==> src/rtl/scanchk_pkg.sv <==
package scanchk_pkg;

    // Functional RAM sequencing
    typedef enum logic [1:0] {
        FN_READ    = 2'd0,
        FN_PENDING = 2'd1,
        FN_WRITE   = 2'd2
    } fn_state_e;

    // Diagnostic RAM scan phase
    typedef enum logic [1:0] {
        DG_PRIME = 2'd0,
        DG_WRITE = 2'd1,
        DG_CHECK = 2'd2
    } dg_state_e;

    // Per-RAM port control bundle
    typedef struct packed {
        logic we;
        logic re;
        logic sel_wr;
    } port_ctl_t;

endpackage

==> src/rtl/scanchk_watchdog.sv <==
module scanchk_watchdog #(
    parameter int SCAN_LEN = 1000,
    localparam int CNT_W = $clog2(SCAN_LEN + 1)
) (
    input  logic clk,
    input  logic rst,
    input  logic strobe,
    input  logic eos,
    output logic missing
);
    localparam logic [CNT_W-1:0] LIMIT = CNT_W'(SCAN_LEN);

    logic [CNT_W-1:0] cnt_q;

    always_ff @(posedge clk) begin
        if (rst) begin
            cnt_q <= '0;
        end else if (eos) begin
            cnt_q <= '0;
        end else if (strobe && (cnt_q != LIMIT)) begin
            cnt_q <= cnt_q + 1'b1;
        end
    end

    always_comb begin
        missing = (cnt_q == LIMIT);
    end
endmodule

==> src/rtl/scanchk_diag_seq.sv <==
module scanchk_diag_seq
    import scanchk_pkg::*;
(
    input  logic      clk,
    input  logic      rst,
    input  logic      strobe,
    input  logic      eos,
    output port_ctl_t ctl,
    output logic      check_scan
);
    dg_state_e state_q, state_d;

    always_comb begin
        state_d = state_q;
        unique case (state_q)
            DG_PRIME: if (eos) state_d = DG_WRITE;
            DG_WRITE: if (eos) state_d = DG_CHECK;
            DG_CHECK: if (eos) state_d = DG_WRITE;
            default:  state_d = DG_PRIME;
        endcase
    end

    always_ff @(posedge clk) begin
        if (rst) state_q <= DG_PRIME;
        else     state_q <= state_d;
    end

    always_comb begin
        ctl        = '0;
        check_scan = 1'b0;
        unique case (state_q)
            DG_WRITE: begin
                ctl.we     = strobe;
                ctl.sel_wr = 1'b1;
            end
            DG_CHECK: begin
                ctl.re     = strobe;
                check_scan = 1'b1;
            end
            default: begin
                ctl.re = strobe;
            end
        endcase
    end
endmodule

==> src/rtl/scanchk_func_fsm.sv <==
module scanchk_func_fsm
    import scanchk_pkg::*;
(
    input  logic      clk,
    input  logic      rst,
    input  logic      strobe,
    input  logic      eos,
    input  logic      fault,
    output port_ctl_t ctl,
    output logic      in_write
);
    fn_state_e state_q, state_d;

    always_comb begin
        state_d = state_q;
        unique case (state_q)
            FN_READ:    if (strobe && fault) state_d = FN_PENDING;
            FN_PENDING: if (eos)             state_d = FN_WRITE;
            FN_WRITE:   if (eos)             state_d = FN_READ;
            default:                         state_d = FN_READ;
        endcase
    end

    always_ff @(posedge clk) begin
        if (rst) state_q <= FN_READ;
        else     state_q <= state_d;
    end

    always_comb begin
        ctl      = '0;
        in_write = 1'b0;
        unique case (state_q)
            FN_WRITE: begin
                ctl.we     = strobe;
                ctl.sel_wr = 1'b1;
                in_write   = 1'b1;
            end
            default: begin
                ctl.re = strobe;
            end
        endcase
    end
endmodule

==> src/rtl/scanchk_compare.sv <==
module scanchk_compare #(
    parameter int ADDR_W = 8
) (
    input  logic              clk,
    input  logic              rst,
    input  logic              strobe,
    input  logic              live,
    input  logic [ADDR_W-1:0] func_addr,
    input  logic [ADDR_W-1:0] diag_addr,
    output logic              differ,
    output logic              flag
);
    logic [ADDR_W-1:0] bit_diff;

    for (genvar i = 0; i < ADDR_W; i++) begin : g_bitcmp
        assign bit_diff[i] = func_addr[i] ^ diag_addr[i];
    end

    always_comb begin
        differ = live && (|bit_diff);
    end

    always_ff @(posedge clk) begin
        if (rst)         flag <= 1'b0;
        else if (strobe) flag <= differ;
    end
endmodule

==> src/rtl/scanchk_ctrl.sv <==
module scanchk_ctrl
    import scanchk_pkg::*;
#(
    parameter int ADDR_W   = 8,
    parameter int SCAN_LEN = 1000
) (
    input  logic              clk,
    input  logic              rst,
    input  logic              strobe,
    input  logic              eos,
    input  logic [ADDR_W-1:0] func_addr,
    input  logic [ADDR_W-1:0] diag_addr,
    input  logic              err_in,
    output logic              fram_we,
    output logic              fram_re,
    output logic              fram_sel_wr,
    output logic              dram_we,
    output logic              dram_re,
    output logic              dram_sel_wr,
    output logic              cmp_live,
    output logic              mismatch
);
    port_ctl_t fctl, dctl;
    logic      check_scan, fn_writing, addr_differ, scan_missing, fault;

    scanchk_watchdog #(.SCAN_LEN(SCAN_LEN)) u_wdog (
        .clk(clk), .rst(rst), .strobe(strobe), .eos(eos), .missing(scan_missing)
    );

    scanchk_diag_seq u_diag (
        .clk(clk), .rst(rst), .strobe(strobe), .eos(eos),
        .ctl(dctl), .check_scan(check_scan)
    );

    scanchk_func_fsm u_func (
        .clk(clk), .rst(rst), .strobe(strobe), .eos(eos), .fault(fault),
        .ctl(fctl), .in_write(fn_writing)
    );

    scanchk_compare #(.ADDR_W(ADDR_W)) u_cmp (
        .clk(clk), .rst(rst), .strobe(strobe), .live(cmp_live),
        .func_addr(func_addr), .diag_addr(diag_addr),
        .differ(addr_differ), .flag(mismatch)
    );

    always_comb begin
        cmp_live    = check_scan && !fn_writing;
        fault       = addr_differ || scan_missing || err_in;
        fram_we     = fctl.we;
        fram_re     = fctl.re;
        fram_sel_wr = fctl.sel_wr;
        dram_we     = dctl.we;
        dram_re     = dctl.re;
        dram_sel_wr = dctl.sel_wr;
    end
endmodule

==> config.mk <==
export PLATFORM = sky130hd
export DESIGN_NAME = scanchk_ctrl
export DESIGN_NICKNAME = d
export VERILOG_FILES = /design/src/rtl/scanchk_pkg.sv /design/src/rtl/scanchk_watchdog.sv /design/src/rtl/scanchk_diag_seq.sv /design/src/rtl/scanchk_func_fsm.sv /design/src/rtl/scanchk_compare.sv /design/src/rtl/scanchk_ctrl.sv
export SDC_FILE = /design/constraint.sdc
export NUM_CORES = 1
export LEC_CHECK = 0
export ABC_CLOCK_PERIOD_IN_PS = 3300
export BUFFER_PORTS_ARGS = -buffer_cell sky130_fd_sc_hd__buf_2
export CAP_MARGIN = 20
export CORE_MARGIN = 5
export CORE_UTILIZATION = 35
export DETAILED_ROUTE_END_ITERATION = 8
export GPL_ROUTABILITY_DRIVEN = 0
export PLACE_DENSITY = 0.66
export REMOVE_ABC_BUFFERS = 1
export SYNTH_ARGS = -nofsm -noshare
export SYNTH_HDL_FRONTEND = slang
export SYNTH_SLANG_ARGS = --single-unit
==> constraint.sdc <==
create_clock -name clk -period 3.3 [get_ports clk]
set_input_delay 0.33 -clock clk [delete_from_list [all_inputs] [get_ports clk]]
set_output_delay 0.33 -clock clk [all_outputs]
set_load 0.005 [all_outputs]
==> flow_summary.toml, run 1 <==
[pwr]
power.density_mw_per_mm2 = 331
p_total_w = 0.000343
leakage_nw = 0.430
vdd.ir_drop.worst_mv = 0.230

[clock_tree]
cts_tree = "built"
cts-root-buf = "clkbuf_4"
cts_sinks = 15
cts_resized = 0
clk_latency_ns = 0.27
holdBufCountCts = 0
cts_setup_buffers = 0
htree_levels = 1
clk_pin_slew_ns = 0.08
cts_buffers = 3
clockBufferDepth = 2

[timing]
fmax_mhz = 628
max-slew-margin-rel = 0.808
setup_violations = 0
period_minus_slack_ns = 1.59
fin_setup_tns_ns = 0
slew_violations = 0
tightest_slew_ns = 0.286
finalHoldViolCount = 0
fin_crit_sh = 0.483
rsz0062_at_grt = "no"
fin_skew_ns = 0.000982

[grt]
grt_max_degree = 12
grt_overflow_total = 0
antenna_found_initial = 0
grt_usage = 0.114
grt_pass1_vias = 718
grt_pass1_wl_mm = 3.07

[layout]
regArea_um2 = 300
multi_input_area_um2 = 520
nNetsFinal = 150
syn2layout_area_growth_pct = 21.7
diodes = 0
drive_gt1_frac = 0.310
fillers = 208

[logic_synthesis]
synth.largest_area_cell = "dfxtp_1"
synth_area_per_cell_um2 = 8.78
synth_ff_type = "dfxtp_1"
yosys-top-cells-count = "dfxtp_1 (15), nor2_1 (15), xnor2_1 (12), nand2_1 (5)"
synth-edff-count = 0
ys_ff_latch = 15
synth_top_area_share = 0.352
synthArstFlopShare = 0
synthCells = 97
synthTopCellsByArea = "dfxtp_1 (35%), xnor2_1 (12%), nor2_1 (6.6%)"
ys_types = 34
yosysSeqAreaShare = 0.352
syn_area_um2 = 852
yosysWarnings = 0

[routing]
antenna_left = 0
wl_mm = 1.77
viasPerCell = 4.78
vias = 736
route.detailed.wl_per_inst_um = 11.5
drc_errors = 0
drt_iter0_drc = 16
firstDrtPassIters = 4

[setup_path]
end_kind = "primary output"
start_kind = "register"
cp_max_fo = 5
cp_data_arrival_time_ns = 1.26
worstSetupStartpoint = "u_diag.state_q[0]$_SDFFE_PP0P_"
critPathTopFamily = "simple AND/OR/NAND/NOR gates"
cp_cell_sequence = "inv_1, nor2_1, and2_1, buf_2"
regToRegStartpoint = "u_wdog.cnt_q[0]$_SDFFE_PP0P_"
crit_path_max_incr_delay_ns = 0.39
critPathSlowestCell = "dfxtp_1"
crit_buf_inv = 2
path_class = "register to primary output"
crit_required_ns = 2.97

[hold_path]
holdCritStartpoint = "rst"
hold_path_class = "input pin to register"

[placement]
dp_hpwl_mm = 1.42
io_buffers = 28

[die]
core_area_mm2 = 0.00228
initial_utilization = 0.374
rows = 17
die_w_um = 59.3
io_pins = 29
die_area_mm2 = 0.00352
die_h_um = 59.3

[outcome]
outcome = "finished clean"

[flow_run]
maxCapViolCount = 0
state kept, by name, summed over array words and instances (netlist names):
name / cells
u_diag.state_q: 2
u_cmp.flag: 1
u_wdog.cnt_q: 10
u_func.state_q: 2
cells by family (layout without fill, tap and decap cells):
kind of cell	count (synthesis)	in the layout	synth area share
buffers and inverters	7	36	0.0367
DFF	15	15	0.352
and+or+nand+nor	44	44	0.297
xor gates and xnor gates	14	14	0.144
muxes	2	2	0.0235
adders and majority gates	2	2	0.0294
AOI/OAI and AO/OA	13	13	0.117
layer usage:
metal  vias to the layer above  share of wire  routed length (um)  GRT usage
li1                        389              -                   -          -
met1                       342           0.46                 810      0.142
met2                         3           0.52                 919      0.187
met3                         2          0.013                  23     0.0196
met4                         0         0.0068                  12     0.0583
met5                         -              0                   0          0
through the flow:
step           utilization  cells  instance area [um2]  hold WS, ns  setup WS, ns
6_report             0.456    154                 1040        0.305          1.71
5_1_grt              0.456    154                 1040        0.299          1.61
4_1_cts              0.456    154                 1040        0.289          1.70
3_5_place_dp         0.444    150                 1010        0.442          1.91
3_3_place_gp         0.444    150                 1010        0.429          1.95
2_1_floorplan            -     94                  836        0.402          1.99
worst register-to-register path, cell delays in order (launching register included):
cell and delay [ns]:
dfxtp_1 0.37, inv_1 0.09, ha_1 0.22, nand4b_2 0.13
nor3_1 0.07, o21a_1 0.16, o31a_1 0.26
layout by cell type (no fill, tap or decap):
| cell type | n |
|---|---|
| a211oi_1 | 1 |
| a21o_1 | 1 |
| a21oi_1 | 4 |
| a22oi_1 | 1 |
| and2_1 | 2 |
| and2b_1 | 1 |
| buf_2 | 28 |
| clkbuf_1 | 1 |
| clkbuf_4 | 3 |
| dfxtp_1 | 15 |
| ha_1 | 2 |
| inv_1 | 4 |
| mux2i_1 | 2 |
| nand2_1 | 5 |
| nand2b_2 | 1 |
| nand3_1 | 1 |
| nand3_2 | 2 |
| nand4_1 | 3 |
| nand4_2 | 1 |
| nand4b_2 | 1 |
| nor2_1 | 15 |
| nor2b_1 | 2 |
| nor3_1 | 3 |
| nor3_2 | 1 |
| nor3b_1 | 2 |
| o211a_1 | 1 |
| o21a_1 | 1 |
| o21ai_0 | 2 |
| o31a_1 | 1 |
| o31ai_4 | 1 |
| or2_2 | 1 |
| or3_1 | 3 |
| xnor2_1 | 12 |
| xor2_1 | 2 |
area by class of cell:
type,count,share of cell area
Clock buffer,4,0.0253
Inverter,4,0.0145
Multi-Input combinational cell,75,0.502
Sequential cell,15,0.290
Tap cell,28,0.0338
Timing Repair Buffer,28,0.135
worst paths after layout:
check | to | slack (ns) | depth (start not counted)
min | u_func.state_q[1]$_SDFFE_PP0P_ | 0.30 | 2
max | dram_we | 1.71 | 4
min reg2reg | u_cmp.flag$_SDFFE_PP0P_ | 0.46 | 1
max reg2reg | u_func.state_q[0]$_SDFFE_PP0P_ | 1.89 | 6
power breakdown:
group / total [W] / leakage (nW) / internal, W / switching, W
logic: 0.0000535 / 0.293 / 0.0000286 / 0.0000249
registers: 0.000189 / 0.122 / 0.000185 / 0.00000437
clock network: 0.000100 / 0.0150 / 0.0000468 / 0.0000534
Power figures use the tool's default switching activity.
==> run 2, diff against run 1 <==
Settings changed: ABC_CLOCK_PERIOD_IN_PS 3300 to 1300, PLACE_DENSITY 0.66 to 0.68.
Clock period 3.3 ns to 1.3 ns, I/O delays scaled along.
==> run 2 against run 1 <==
Effect of this change:
- first-iteration DRC count decreased by 13%
- via count increased by 4.2%
- flip-flop and latch count unchanged
- non-clock buffer count increased by 5
- critical path type is now register to register
==> flow_summary.toml, run 2 (synthesis results as in run 1) <==
[layout]
nNetsFinal = 155
finish.utilization = 0.498
fin_area_mm2 = 0.00113
fillers = 215
regMostFlops = "u_wdog.cnt_q"
most-common-layout-cells = "buf_2 (28), nor2_1 (14), xnor2_1 (12), dfxtp_1 (9), dfxtp_2 (6)"
diodes = 0
syn2layout_area_growth_pct = 33.0
drive_gt1_frac = 0.435
largest_reg_flops = 10
final_common_cell = "buf_2"
reg.largest.list = "u_wdog.cnt_q: 10 flops, u_diag.state_q: 2 flops, u_func.state_q: 2 flops"

[setup_path]
crit_required_ns = 1.46
critPathSlowestCell = "dfxtp_2"
path_class = "register to register"
start_kind = "register"
cp_max_fo = 3
regToRegStartpoint = "u_wdog.cnt_q[1]$_SDFFE_PP0P_"
worstSetupStartpoint = "u_wdog.cnt_q[1]$_SDFFE_PP0P_"
crit_path_max_incr_delay_ns = 0.36
cp_data_arrival_time_ns = 1.45
critPathTopFamily = "compound AO/OA/AOI/OAI gates"
crit_buf_inv = 1
cp_cell_sequence = "inv_2, ha_4, nand4b_4, nor3_1, o21a_1, o31a_1"
end_kind = "register"

[grt]
grt_overflow_total = 0
grt_usage = 0.116
grt_max_degree = 12
grt_pass1_vias = 746
antenna_found_initial = 0
grt_pass1_wl_mm = 3.18

[timing]
layout_setup_ws_ns = 0.00996
fin_crit_sh = 0.992
max-slew-margin-rel = 0.829
setup_violations = 0
tightest_slew_ns = 0.255
finalHoldViolCount = 0
period_minus_slack_ns = 1.29
rsz0062_at_grt = "yes"
slew_violations = 0
fin_setup_tns_ns = 0
fin_skew_ns = 0.00544
fmax_mhz = 775

[die]
io_pins = 29
initial_utilization = 0.374
die_w_um = 59.3
die_h_um = 59.3
die_area_mm2 = 0.00352
rows = 17
core_area_mm2 = 0.00228

[pwr]
vdd.ir_drop.worst_mv = 0.722
leakage_nw = 0.461
p_total_w = 0.000889
power.density_mw_per_mm2 = 785

[routing]
antenna_left = 0
vias = 767
wl_mm = 1.91
viasPerCell = 4.82
drt_iter0_drc = 14
route.detailed.wl_per_inst_um = 12.0
firstDrtPassIters = 4
drc_errors = 0

[placement]
io_buffers = 28
place_ws_ns = -0.0463
place_area_mm2 = 0.00104
dp_hpwl_mm = 1.47

[clock_tree]
clk_pin_slew_ns = 0.08
cts_buffers = 3
clk_latency_ns = 0.28
cts-root-buf = "clkbuf_4"
cts_tree = "built"
clockBufferDepth = 2
cts_sinks = 15
htree_levels = 1
holdBufCountCts = 0

[hold_path]
holdCritStartpoint = "rst"
hold_path_class = "input pin to register"

[flow_run]
maxCapViolCount = 0

[outcome]
outcome = "finished clean"
-- run 2: cell count changes in the layout (fill, tap and decap cells not counted), moves of 2 or more --
cell,change
dfxtp_1,-6
dfxtp_2,+6
buf_4,+5
ha_1,-2
ha_4,+2
inv_1,-2
inv_2,+2
-- run 2: per-layer routing --
metal | track usage | share of wire
met1 | 0.142 | 0.46
met2 | 0.200 | 0.51
met3 | 0.0240 | 0.021
met4 | 0.0388 | 0.012
met5 | 0 | 0
-- run 2: worst paths after layout --
| path | to | slack [ns] | depth (start not counted) |
|---|---|---|---|
| max | u_func.state_q[0]$_SDFFE_PP0P_ | 0.01 | 6 |
| min | u_diag.state_q[0]$_SDFFE_PP0P_ | 0.11 | 2 |
| max reg2reg | u_func.state_q[0]$_SDFFE_PP0P_ | 0.01 | 6 |
| min reg2reg | u_cmp.flag$_SDFFE_PP0P_ | 0.46 | 1 |
-- run 2: stage by stage --
step	hold slack [ns]	cells
after floorplan	0.202	94
after global placement	0.394	154
after detailed placement	0.407	154
after CTS	0.111	159
after global routing	0.109	159
final	0.115	159
-- run 2: layout make-up --
class | instances | area, um2 | area share
multi-input cells | 75 | 572 | 0.504
well taps | 28 | 35.0 | 0.0309
repair buffers | 33 | 178 | 0.157
flip-flops and latches | 15 | 308 | 0.272
inverters | 4 | 15.0 | 0.0132
clock buffers | 4 | 26.3 | 0.0232
-- run 2: power by group --
group / total, W / switching, W / internal (W)
Sequential: 0.000481 / 0.00000929 / 0.000472
Clock: 0.000252 / 0.000133 / 0.000119
Combinational: 0.000157 / 0.0000731 / 0.0000839
Total: 0.000889 / 0.000215 / 0.000674
-- run 2: timing repair --
action                                  CTS  global route
endpoints found under the setup margin   10             8
pin swaps                                 0             1
resized for setup                        10             7
buffers inserted                          1             0
==> run 3, diff against run 2 <==
Settings changed: ABC_AREA set to 1.
==> run 3 against run 2 <==
Effect of this change:
- the run now ends with setup timing left
- hold slack lost 0.065 ns
- maximum frequency fell by 3.5%
- global-route usage is 1.7 points higher
- die area increased by 6.3%
- sequential share of layout area fell by 3.8 points
- register-to-register slack lost 0.05 ns
- largest cell class unchanged
==> flow_summary.toml, run 3 <==
[outcome]
outcome = "finished with violations"
violations = "setup timing"

[routing]
drt_iter0_drc = 19
firstDrtPassIters = 4
drc_errors = 0
viasPerCell = 4.62
vias = 1011
wl_mm = 2.33
route.detailed.wl_per_inst_um = 10.6
antenna_left = 0

[logic_synthesis]
synth-compound-area-share = 0.111
synthAdderAreaFrac = 0.0273
synth_top_family_by_area = "simple AND/OR/NAND/NOR gates"
synthTopCellsByArea = "dfxtp_1 (33%), nand2_1 (14%), inv_1 (12%)"
synth_area_per_cell_um2 = 6.37
yosys.area_share.xor_xnor = 0.0573
synth_ff_type = "dfxtp_1"
ys_types = 21
synth.most_common_cell = "nand2_1"
synthArstFlopShare = 0
syn_area_um2 = 917
synth.largest_area_cell = "dfxtp_1"
ys_ff_latch = 15
yosysWarnings = 0
synth-simple-area-share = 0.348
synthCells = 144
muxShareOfSynthArea = 0
synth-edff-count = 0
yosys-top-cells-count = "nand2_1 (33), inv_1 (30), nor2_1 (18), dfxtp_1 (15), a21oi_1 (10)"
synth_top_area_share = 0.327
yosysSeqAreaShare = 0.327

[layout]
final_common_cell = "nand2_1"
largest_reg_flops = 10
drive_gt1_frac = 0.365
diodes = 0
reg.largest.list = "u_wdog.cnt_q: 10 flops, u_diag.state_q: 2 flops, u_func.state_q: 2 flops"
syn2layout_area_growth_pct = 41.7
regMostFlops = "u_wdog.cnt_q"
final_cell_count_no_fill = 219
fillers = 256
fin_area_mm2 = 0.00130
nNetsFinal = 213
most-common-layout-cells = "nand2_1 (30), inv_1 (28), buf_2 (28), nor2_1 (15)"

[grt]
grt_max_degree = 11
grt_pass1_vias = 990
grt_pass1_wl_mm = 3.80
grt_overflow_total = 0
grt_usage = 0.134
antenna_found_initial = 0

[timing]
layout_setup_ws_ns = -0.0372
rsz0062_at_grt = "yes"
finalHoldViolCount = 0
max-slew-margin-rel = 0.826
setup_violations = 7
fmax_mhz = 748
fin_skew_ns = 0.00229
period_minus_slack_ns = 1.34
fin_crit_sh = 1.03
fin_setup_tns_ns = -0.185
tightest_slew_ns = 0.260
slew_violations = 0

[setup_path]
end_kind = "register"
critPathSlowestCell = "dfxtp_2"
worstSetupStartpoint = "u_wdog.cnt_q[1]$_SDFFE_PP0P_"
worstReg2RegEnd = "u_wdog.cnt_q[3]$_SDFFE_PP0P_"
cp_max_fo = 6
r2r_setup_slack_ns = -0.04
ff2ff_path_depth = 9
crit_required_ns = 1.49
path_class = "register to register"
regToRegStartpoint = "u_wdog.cnt_q[1]$_SDFFE_PP0P_"
crit_path_max_incr_delay_ns = 0.35
setup.worst_path.end = "u_wdog.cnt_q[3]$_SDFFE_PP0P_"
cp_cell_sequence = "inv_2, ha_4, nand2_2, nor2_2, nand3_2, nand2_4, or2_1, o21ai_1, a21oi_1"
cp_data_arrival_time_ns = 1.52
start_kind = "register"

[pwr]
clkPwrFrac = 0.279
p_total_w = 0.000968
swShare = 0.279
leakage_nw = 0.585
intPower_w = 0.000697
p_seq_frac = 0.503
vdd.ir_drop.worst_mv = 0.403
p_comb_frac = 0.218
p_sw_w = 0.000270
power.density_mw_per_mm2 = 744

[clock_tree]
cts-root-buf = "clkbuf_4"
cts_tree = "built"
cts_sinks = 15
cts_buffers = 3
clockBufferDepth = 2
clk_latency_ns = 0.28
htree_levels = 1
clk_pin_slew_ns = 0.09

[placement]
place_ws_ns = -0.115
place_area_mm2 = 0.00116
io_buffers = 28
dp.cells = 211
dp_hpwl_mm = 1.79

[die]
die_h_um = 61.2
die_w_um = 61.2
initial_utilization = 0.367
core_area_mm2 = 0.00250
rows = 18
io_pins = 29
die_area_mm2 = 0.00374

[flow_run]
maxCapViolCount = 0

[hold_path]
hold_path_class = "input pin to register"
## run 3: cell count changes after synthesis, sizes merged, moves of 2 or more
cell   change
or3        -3
buf        -2
mux2i      -2
nand2     +29
inv       +27
and2       -2
o21ai      +7
nor2b      -2
nand4      -4
nor2       +4
nand3      +7
xnor2      -7
a21oi      +6
## run 3: per-layer routing
layer,up-vias,track usage,share of wire
met3,5,0.0210,0.061
met2,35,0.243,0.48
met4,0,0.0774,0.022
li1,534,-,-
met1,437,0.144,0.43
met5,-,0,0
## run 3: cells by family (layout without fill, tap and decap cells)
| family | after synthesis | after routing |
|---|---|---|
| simple gates | 70 | 70 |
| buf+inv | 31 | 76 |
| xor+xnor | 6 | 6 |
| fa+ha+maj | 2 | 2 |
| compound gates | 20 | 20 |
| flops | 15 | 15 |
## run 3: cell type report
class	count	area, um2	share of cell area
multi-input combinational	98	572	0.440
timing repair buffer	41	241	0.186
inverter	31	119	0.0914
sequential	15	304	0.234
tap	30	37.5	0.0289
clock buffer	4	26.3	0.0202
## run 3: critical path, delay by kind of cell (launching register included)
family	cells	cell delay, ns
AND/OR/NAND/NOR	5	0.52
flip-flops	1	0.35
AO/OA/AOI/OAI	2	0.17
adder cells (fa/ha/maj)	1	0.15
buffers and inverters	1	0.05
## run 3: metrics by stage
step                hold slack, ns  utilization
CTS                         0.0449        0.502
global route                0.0453        0.520
finish                      0.0503        0.520
detailed placement           0.363        0.465
floorplan                    0.199            -
global placement             0.350        0.465
## run 3: repair_timing
item | CTS | global route
hold buffers | 0 | 0
buffers inserted | 1 | 3
pin swaps | 5 | 5
endpoints found under the setup margin | 10 | 13
resized for setup | 16 | 8
## run 3: how the worst min path moves through the flow
stage,start,to,cells past startpoint
final,rst,u_func.state_q[0]$_SDFFE_PP0P_,2
after global routing,rst,u_func.state_q[0]$_SDFFE_PP0P_,2
after CTS,rst,u_cmp.flag$_SDFFE_PP0P_,2
after detailed placement,rst,u_func.state_q[1]$_SDFFE_PP0P_,2
after global placement,rst,u_cmp.flag$_SDFFE_PP0P_,2
after floorplan,rst,u_cmp.flag$_SDFFE_PP0P_,1
## run 3: power by group through the flow
stage,registers [W],logic [W],clock network [W]
final,0.000487,0.000211,0.000270
after CTS,0.000485,0.000197,0.000285
after global placement,0.000494,0.000175,0
after detailed placement,0.000495,0.000182,0
after global routing,0.000490,0.000233,0.000294
after floorplan,0.000494,0.0000981,0
